**src/rtl/fp_recode_pkg.sv**
```systemverilog
package fp_recode_pkg;

  // Class strobes shared by the classifiers (control) and the data paths.
  typedef struct packed {
    logic isZero;
    logic isSub;
    logic isInf;
    logic isNaN;
  } fpClass_t;

  localparam logic [2:0] TAG_ZERO = 3'b000;
  localparam logic [2:0] TAG_INF  = 3'b110;
  localparam logic [2:0] TAG_NAN  = 3'b111;

endpackage

```
**src/rtl/fp_std_classify.sv**
```systemverilog
module fp_std_classify
  import fp_recode_pkg::*;
#(
  parameter int EXP_W = 8,
  parameter int SIG_W = 24
) (
  input  logic [EXP_W-1:0] expIn,
  input  logic [SIG_W-2:0] fracIn,
  output fpClass_t         cls
);

  logic expZero, expOnes, fracZero;

  always_comb begin
    expZero    = (expIn == '0);
    expOnes    = &expIn;
    fracZero   = (fracIn == '0);
    cls.isZero = expZero && fracZero;
    cls.isSub  = expZero && !fracZero;
    cls.isInf  = expOnes && fracZero;
    cls.isNaN  = expOnes && !fracZero;
  end

endmodule

```
**src/rtl/fp_rec_classify.sv**
```systemverilog
module fp_rec_classify
  import fp_recode_pkg::*;
#(
  parameter int EXP_W = 8
) (
  input  logic [EXP_W:0] expIn,
  output fpClass_t       cls
);

  localparam int K        = EXP_W - 1;
  localparam int NORM_MIN = (1 << K) + 2;

  logic [2:0] tag;
  logic       special;

  always_comb begin
    tag        = expIn[EXP_W -: 3];
    cls.isZero = (tag == TAG_ZERO);
    cls.isInf  = (tag == TAG_INF);
    cls.isNaN  = (tag == TAG_NAN);
    special    = cls.isZero || cls.isInf || cls.isNaN;
    cls.isSub  = !special && (int'(expIn) < NORM_MIN);
  end

endmodule

```
**src/rtl/fp_encode_path.sv**
```systemverilog
module fp_encode_path
  import fp_recode_pkg::*;
#(
  parameter int EXP_W = 8,
  parameter int SIG_W = 24
) (
  input  logic                 signIn,
  input  logic [EXP_W-1:0]     expIn,
  input  logic [SIG_W-2:0]     fracIn,
  input  fpClass_t             cls,
  output logic [EXP_W+SIG_W:0] recOut
);

  localparam int FRAC_W   = SIG_W - 1;
  localparam int REXP_W   = EXP_W + 1;
  localparam int K        = EXP_W - 1;
  localparam int CNT_W    = $clog2(FRAC_W + 1);
  localparam int BIAS_ADJ = (1 << K) + 1;
  localparam int NORM_MIN = (1 << K) + 2;

  function automatic logic [CNT_W-1:0] leadZeros(input logic [FRAC_W-1:0] v);
    logic [CNT_W-1:0] c;
    logic             hit;
    c   = '0;
    hit = 1'b0;
    for (int i = FRAC_W - 1; i >= 0; i--) begin
      if (!hit) begin
        if (v[i]) hit = 1'b1;
        else      c   = c + CNT_W'(1);
      end
    end
    return c;
  endfunction

  logic [CNT_W-1:0]  shiftN;
  logic [FRAC_W-1:0] normFrac;
  logic [REXP_W-1:0] subExp, normExp, recExp;
  logic [FRAC_W-1:0] recFrac;

  always_comb begin
    shiftN   = leadZeros(fracIn) + CNT_W'(1);
    normFrac = fracIn << shiftN;
    subExp   = REXP_W'(NORM_MIN) - REXP_W'(shiftN);
    normExp  = REXP_W'(expIn) + REXP_W'(BIAS_ADJ);
    if (cls.isZero) begin
      recExp  = {TAG_ZERO, {(REXP_W-3){1'b0}}};
      recFrac = '0;
    end else if (cls.isInf) begin
      recExp  = {TAG_INF, {(REXP_W-3){1'b0}}};
      recFrac = '0;
    end else if (cls.isNaN) begin
      recExp  = {TAG_NAN, {(REXP_W-3){1'b0}}};
      recFrac = fracIn;
    end else if (cls.isSub) begin
      recExp  = subExp;
      recFrac = normFrac;
    end else begin
      recExp  = normExp;
      recFrac = fracIn;
    end
    recOut = {signIn, recExp, recFrac};
  end

endmodule

```
**src/rtl/fp_decode_path.sv**
```systemverilog
module fp_decode_path
  import fp_recode_pkg::*;
#(
  parameter int EXP_W = 8,
  parameter int SIG_W = 24
) (
  input  logic                   signIn,
  input  logic [EXP_W:0]         expIn,
  input  logic [SIG_W-2:0]       fracIn,
  input  fpClass_t               cls,
  output logic [EXP_W+SIG_W-1:0] stdOut
);

  localparam int FRAC_W   = SIG_W - 1;
  localparam int REXP_W   = EXP_W + 1;
  localparam int K        = EXP_W - 1;
  localparam int BIAS_ADJ = (1 << K) + 1;
  localparam int NORM_MIN = (1 << K) + 2;

  logic [REXP_W-1:0] subShift, normExpW;
  logic [FRAC_W:0]   wideFrac;
  logic [EXP_W-1:0]  outExp;
  logic [FRAC_W-1:0] outFrac;

  always_comb begin
    subShift = REXP_W'(NORM_MIN) - expIn;
    wideFrac = {1'b1, fracIn} >> subShift;
    normExpW = expIn - REXP_W'(BIAS_ADJ);
    if (cls.isZero) begin
      outExp  = '0;
      outFrac = '0;
    end else if (cls.isInf) begin
      outExp  = '1;
      outFrac = '0;
    end else if (cls.isNaN) begin
      outExp  = '1;
      outFrac = fracIn;
    end else if (cls.isSub) begin
      outExp  = '0;
      outFrac = wideFrac[FRAC_W-1:0];
    end else begin
      outExp  = normExpW[EXP_W-1:0];
      outFrac = fracIn;
    end
    stdOut = {signIn, outExp, outFrac};
  end

endmodule

```
**src/rtl/fp_recode_pair.sv**
```systemverilog
module fp_recode_pair
  import fp_recode_pkg::*;
#(
  parameter int EXP_W = 8,
  parameter int SIG_W = 24
) (
  input  logic [EXP_W+SIG_W-1:0] stdIn,
  output logic [EXP_W+SIG_W:0]   recOut,
  input  logic [EXP_W+SIG_W:0]   recIn,
  output logic [EXP_W+SIG_W-1:0] stdOut
);

  localparam int FRAC_W = SIG_W - 1;

  fpClass_t stdCls, recCls;

  fp_std_classify #(.EXP_W(EXP_W), .SIG_W(SIG_W)) uStdCls (
    .expIn (stdIn[FRAC_W +: EXP_W]),
    .fracIn(stdIn[FRAC_W-1:0]),
    .cls   (stdCls)
  );

  fp_encode_path #(.EXP_W(EXP_W), .SIG_W(SIG_W)) uEnc (
    .signIn(stdIn[EXP_W+SIG_W-1]),
    .expIn (stdIn[FRAC_W +: EXP_W]),
    .fracIn(stdIn[FRAC_W-1:0]),
    .cls   (stdCls),
    .recOut(recOut)
  );

  fp_rec_classify #(.EXP_W(EXP_W)) uRecCls (
    .expIn(recIn[FRAC_W +: EXP_W+1]),
    .cls  (recCls)
  );

  fp_decode_path #(.EXP_W(EXP_W), .SIG_W(SIG_W)) uDec (
    .signIn(recIn[EXP_W+SIG_W]),
    .expIn (recIn[FRAC_W +: EXP_W+1]),
    .fracIn(recIn[FRAC_W-1:0]),
    .cls   (recCls),
    .stdOut(stdOut)
  );

endmodule

```
**config.mk**
```make
export PLATFORM = sky130hd
export DESIGN_NAME = fp_recode_pair
export DESIGN_NICKNAME = d
export VERILOG_FILES = /design/src/rtl/fp_recode_pkg.sv /design/src/rtl/fp_std_classify.sv /design/src/rtl/fp_rec_classify.sv /design/src/rtl/fp_encode_path.sv /design/src/rtl/fp_decode_path.sv /design/src/rtl/fp_recode_pair.sv
export SDC_FILE = /design/constraint.sdc
export NUM_CORES = 1
export LEC_CHECK = 0
export BUFFER_PORTS_ARGS = -buffer_cell sky130_fd_sc_hd__buf_4
export CORE_MARGIN = 10
export CORE_UTILIZATION = 55
export DETAILED_ROUTE_END_ITERATION = 12
export PLACE_DENSITY = 0.84
export SYNTH_ARGS = -nofsm -noshare
export SYNTH_HDL_FRONTEND = slang
export SYNTH_SLANG_ARGS = --single-unit
export TNS_END_PERCENT = 5
```
**constraint.sdc**
```tcl
create_clock -name vclk -period 19.9
set_input_delay 0 -clock vclk [all_inputs]
set_output_delay 0 -clock vclk [all_outputs]
set_load 0.005 [all_outputs]
```
After elaboration in Yosys (flattened, before gate mapping)

Index checks and enable logic that the tools add are counted.
W data, S select, Z words.

Memories kept: 0
Memory bits (writable): 0
Bits in latches: 0
Bits in read-only memories: 0
Logic and storage cells: 149
Register bits after elaboration: 0

Shift operators: 2
$mul: 0
Div/mod/pow operators: 0
Muxes and demuxes: 104
$add $sub $neg: 27
Eq/ne operators: 2
Reduce and logical (&&, ||, !) cells: 13
Magnitude comparators: 1
Bitwise logic cells: 0

Operator list:

| cell                  | number |
|---|---|
| $mux W5               | 44 |
| $mux W23              | 8 |
| $add A5 B1 Y5 const B | 22 |
| $mux W1               | 44 |
| $mux W9               | 4 |
| $mux W8               | 4 |
| $shr A24 B9 Y23       | 1 |
| $logic_not A23 Y1     | 1 |
| $shl A23 B5 Y23       | 1 |
| $add A8 B8 Y9 const B | 1 |
| $lt A9 B8 Y1 const B  | 1 |
| $sub A8 B5 Y9 const A | 1 |
| $sub A8 B9 Y9 const A | 1 |
| $logic_not A8 Y1      | 1 |
| $reduce_and A8 Y1     | 1 |
| $sub A8 B8 Y8 const B | 1 |
| $eq A3 B3 Y1 const B  | 2 |
| $logic_and A1 B1 Y1   | 5 |
| $logic_not A3 Y1      | 1 |
| $add A1 B1 Y2 const B | 1 |
| $logic_not A1 Y1      | 2 |
| $logic_or A1 B1 Y1    | 2 |

Logic depth before layout (Yosys ltp)

Depth in word-level cells: 73
Depth in mapped cells: 80

By module

A second synthesis with hierarchy kept.

Cell total of the unflattened synthesis: 913
Area total of the unflattened synthesis: 6127.1 um^2

Modules (own cells, without submodules):

| module          | cells an instance | area an instance (um^2) | times used |
|---|---|---|---|
| fp_encode_path  | 617               | 4060.1                  | 1 |
| fp_decode_path  | 268               | 1878.1                  | 1 |
| fp_std_classify | 20                | 135.1                   | 1 |
| fp_rec_classify | 8                 | 53.8                    | 1 |

Least setup slack after synthesis

Ideal clock, no wire load.

Path type: input-to-output
Start: input port stdIn[21]
End: output port recOut[28]
Path buffers: 3
Slack: 6042 ps
Stages on the path: 79
Data required time: 19900 ps
Data arrival time: 13858 ps
Path through: clkbuf_1 -> inv_1 -> a21o_1 -> inv_1 -> ha_1 -> o31a_1 -> ha_1 -> nand2_1 -> nand2_1 -> ha_1 -> nor3b_1 -> or4_4 -> and2_1 -> nor2_1 -> ha_1 -> o21ai_0 -> a21oi_1 -> ha_1 -> (+43 left out) -> a21oi_1 -> ha_1 -> mux2_2 -> ha_1 -> mux2i_1 -> a21oi_1 -> ha_1 -> o211ai_1 -> mux2i_1 -> a31o_2 -> buf_2 -> nand3_1 -> o21ai_0 -> a211oi_1 -> xnor2_4 -> nand2b_1 -> buf_6 -> o21a_1

Cells in the longest elaborated chain, start to end: 71

RTL lines:

| what            | line                 | text |
|---|---|---|
| start, declared | fp_recode_pair.sv:7  | `input logic [EXP_W+SIG_W-1:0] stdIn,` |
| $mux W5         | fp_encode_path.sv:28 | `if (v[i]) hit = 1'b1;` |
| $mux W5         | fp_encode_path.sv:27 | `if (!hit) begin` |
| $add A5 B1 Y5   | fp_encode_path.sv:29 | `else c = c + CNT_W'(1);` |
| $mux W5         | fp_encode_path.sv:28 |  |
| $mux W5         | fp_encode_path.sv:27 |  |
| $add A5 B1 Y5   | fp_encode_path.sv:29 |  |
| $mux W5         | fp_encode_path.sv:28 |  |
| $mux W5         | fp_encode_path.sv:27 |  |
| (+55 left out)  | -                    |  |
| $mux W5         | fp_encode_path.sv:28 |  |
| $mux W5         | fp_encode_path.sv:27 |  |
| $add A5 B1 Y5   | fp_encode_path.sv:41 | `shiftN = leadZeros(fracIn) + CNT_W'(1);` |
| $sub A8 B5 Y9   | fp_encode_path.sv:43 | `subExp = REXP_W'(NORM_MIN) - REXP_W'(shiftN);` |
| $mux W9         | fp_encode_path.sv:54 | `end else if (cls.isSub) begin` |
| $mux W9         | fp_encode_path.sv:51 | `end else if (cls.isNaN) begin` |
| $mux W9         | fp_encode_path.sv:48 | `end else if (cls.isInf) begin` |
| $mux W9 (*)     | fp_encode_path.sv:45 | `if (cls.isZero) begin` |
| end, declared   | fp_recode_pair.sv:8  | `output logic [EXP_W+SIG_W:0] recOut,` |

Every way passes the cells marked *; elsewhere a longest branch is shown, timed or not.

Worst setup path after layout

Start: input port stdIn[20]
End: output port recOut[21]

Cells in the longest elaborated chain, start to end: 68

RTL lines:

| what            | line                 | text |
|---|---|---|
| $mux W5         | fp_encode_path.sv:28 |  |
| $mux W5         | fp_encode_path.sv:27 |  |
| $add A5 B1 Y5   | fp_encode_path.sv:29 |  |
| $mux W5         | fp_encode_path.sv:28 |  |
| $mux W5         | fp_encode_path.sv:27 |  |
| $add A5 B1 Y5   | fp_encode_path.sv:29 |  |
| $mux W5         | fp_encode_path.sv:28 |  |
| $mux W5         | fp_encode_path.sv:27 |  |
| (+52 left out)  | -                    |  |
| $mux W5         | fp_encode_path.sv:28 |  |
| $mux W5         | fp_encode_path.sv:27 |  |
| $add A5 B1 Y5   | fp_encode_path.sv:41 |  |
| $shl A23 B5 Y23 | fp_encode_path.sv:42 | `normFrac = fracIn << shiftN;` |
| $mux W23        | fp_encode_path.sv:54 |  |
| $mux W23        | fp_encode_path.sv:51 |  |
| $mux W23        | fp_encode_path.sv:48 |  |
| $mux W23 (*)    | fp_encode_path.sv:45 |  |

Marks and branches as above.

==> results_tabular.tex <==
\begin{tabular}{lr}
\hline
Metric & Value \\
\hline
\multicolumn{2}{l}{\textbf{Outcome}} \\
Outcome & finished clean \\
\multicolumn{2}{l}{\textbf{Place}} \\
Port-buffer cells & 126 \\
Detailed placement HPWL & 16,600 um \\
Cell Area, Placed & 0.00709 mm2 \\
Number of placed cells counting well taps & about 1,200 \\
Global placer's final weighted congestion & 0.937 \\
\multicolumn{2}{l}{\textbf{Cells and area}} \\
Final non-filler cell area & between 0.007 and 0.008 mm2 \\
Fraction of layout cells with a size suffix above 1 & 18.1\% \\
Final-stage net count & 1,128 \\
Area of the multi-input gates & about 0.0058 mm2 \\
Most common cell after layout, fill and taps aside & buf\_4 \\
Commonest cells after routing, fill and taps aside & buf\_4 (136), nor2\_1 (126), nand2\_1 (126) \\
Ant. Diodes & 0 \\
Count of clock-net buffers in the final layout & 0 \\
Register cell area after layout & 0 um2 \\
Count of fill cells added during filler insertion & 1,022 \\
Area grow syn2layout & 14.8\% \\
Number of cells in the finished layout apart from fillers & 1,174 \\
Layout sequential cell count & 0 \\
\multicolumn{2}{l}{\textbf{CTS}} \\
Post\_cts resized & 0 \\
Post-CTS Repair Setup Buffers & 0 \\
Number of buffers inserted for hold repair after clock tree synthesis & 0 \\
\multicolumn{2}{l}{\textbf{Worst setup path}} \\
Crit. path cell count & 76 \\
Path type of the worst setup path & primary input to primary output \\
Top cell by count, worst path & ha\_1 \\
Worst EP required & slightly below 20 ns \\
Worst Path Max Fanout & 20 \\
Top cell family by delay on the critical path & adder cells \\
Signal arrival time at the worst endpoint & 15.87 ns \\
Buffers plus inverters on the worst setup path & 3 \\
Critical path launch point type & primary input \\
Worst setup path startpoint & stdIn[20] \\
Critical Path Max Stage Delay & 0.88 ns \\
Worst setup path endpoint & recOut[21] \\
CP max-delay cell & nor4\_1 \\
Category of the worst setup path capture point & primary output \\
\multicolumn{2}{l}{\textbf{Routing}} \\
Count of TritonRoute iterations in the first routing pass & 7 \\
Post-route DRC violation count & 0 \\
Aggregate routed wire length & slightly above 20,000 um \\
Via count & 7,428 \\
WL per Instance & approximately 17 um \\
Detailed router's first-iteration violation count & about 730 \\
Post-DR vias/cell & 6.33 \\
Number of nets with antenna violations after detailed routing & 0 \\
\multicolumn{2}{l}{\textbf{Min path}} \\
Tightest Hold Check Type & primary input to primary output \\
\multicolumn{2}{l}{\textbf{STA}} \\
Sum of negative setup slack & 0 ns \\
Unrepaired setup endpoints after global routing & no \\
Post-route minimum period & $\sim$16 ns \\
Final clock period utilization by the worst path & 79.8\% \\
Headroom to the max-slew limit & 28.5\% \\
Number of endpoints failing setup at the final stage & 0 \\
Hold violation count in the final report & 0 \\
Highest attainable clock frequency & between 60 and 70 MHz \\
Number of max-slew violations in the final report & 0 \\
Slew at the pin closest to its max-slew limit & 1.07 ns \\
\multicolumn{2}{l}{\textbf{Yosys}} \\
Sequential cell area fraction in the yosys report & 0\% \\
Netlist Area Pre-Place & 0.00618 mm2 \\
Syn. warnings & 0 \\
Top area cells in the synthesized netlist & mux2i\_1 (12\%), nor2\_1 (7.7\%), nand2\_1 (7.7\%), a21oi\_1 (5.8\%), ha\_1 (5.5\%) \\
Post-synth cell types & 73 \\
Average cell area after synthesis & between 6 and 7 um2 \\
Top-area cell type share of the netlist area & 12.3\% \\
Syn\_nets & $\sim$1,100 \\
Leading area contributor after synthesis & mux2i\_1 \\
Synthesized instance count & 968 \\
\multicolumn{2}{l}{\textbf{GRT}} \\
Tot GR Track Use & 23.5\% \\
Number of global-route vias before repair & 6,671 \\
Largest net degree at the start of global routing & 36 \\
Initial antenna violation count & 0 \\
First-pass GRT wire length & 33,100 um \\
Total grt overflow & 0 \\
\multicolumn{2}{l}{\textbf{Floorplanning}} \\
Die extent in x & around 130 um \\
Initial core utilization & about 56\% \\
Vert. Die Dim & 126 um \\
Full die area & 0.0159 mm2 \\
IO Pins & 130 \\
Core area & 0.0109 mm2 \\
Total number of placement rows & 38 \\
\multicolumn{2}{l}{\textbf{Run}} \\
Maximum Capacitance Violations & 0 \\
\multicolumn{2}{l}{\textbf{Power and ir drop}} \\
Reported leakage power & 0.00309 uW \\
Largest voltage drop on the vdd net & 0.0000136 V \\
Power density relative to cell area & 22.1 mW/mm2 \\
\hline
\end{tabular}
-- metal layers --
metal / vias up / GRT usage, % / routed length (um) / share of wire [%]
met5: - / 0 / 0 / 0
met4: 0 / 6.03 / 558 / 2.7
met3: 50 / 4.03 / 1960 / 9.6
met2: 391 / 38.0 / 9110 / 45
met1: 3347 / 31.5 / 8750 / 43
li1: 3640 / - / - / -
-- where the power goes --
part / internal, uW / total [uW] / switching [uW] / leakage, uW
Clock: 0 / 0 / 0 / 0
Combinational: 67.6 / 157 / 89.1 / 0.00309
Sequential: 0 / 0 / 0 / 0
-- how the worst min path moves through the flow --
stage | end | startpoint | cells after the start
global route | stdOut[31] | recIn[32] | 0
global placement | stdOut[31] | recIn[32] | 0
floorplan | recOut[23] | stdIn[23] | 1
detailed placement | stdOut[31] | recIn[32] | 0
finish | stdOut[31] | recIn[32] | 0
CTS | stdOut[31] | recIn[32] | 0
-- cells in the mapped netlist, drive strengths merged (6+ instances only) --
| cell type | number |
|---|---|
| o21ai | 69 |
| a21oi | 73 |
| a211oi | 12 |
| xor2 | 26 |
| a31oi | 11 |
| nor3 | 29 |
| buf | 15 |
| xnor3 | 7 |
| xnor2 | 31 |
| mux2i | 76 |
| and3 | 21 |
| mux2 | 17 |
| clkbuf | 55 |
| nor4 | 13 |
| nor2 | 127 |
| nand2 | 126 |
| and2 | 6 |
| ha | 27 |
| nand2b | 14 |
| or2 | 8 |
| a22oi | 26 |
| or3 | 7 |
| nand3 | 28 |
| nor2b | 17 |
| o22ai | 19 |
| inv | 27 |
-- per-stage QoR --
stage	setup slack (ns)	util [%]	hold WS (ns)	total power, uW
6_report	4.03	64.8	0.00000228	157
5_1_grt	2.61	64.8	0.00000901	173
4_1_cts	4.16	64.8	0.0000601	155
3_5_place_dp	4.20	64.8	0.0000601	154
3_3_place_gp	4.86	64.8	0.0000601	151
2_1_floorplan	6.04	-	0.0562	103
-- final cells by class --
type	instances	area share, %
inverters	28	1.48
multi-input cells	870	81.6
well taps	140	2.47
repair buffers	136	14.4
-- cells by family after synthesis --
family / after synthesis / share of synthesized area [%]
fa+ha+maj: 28 / 5.63
compound gates: 256 / 26.3
buf+inv: 98 / 6.44
simple gates: 425 / 32.7
mux: 97 / 16.9
xor+xnor: 64 / 12.0
Power figures use the tool's default switching activity.
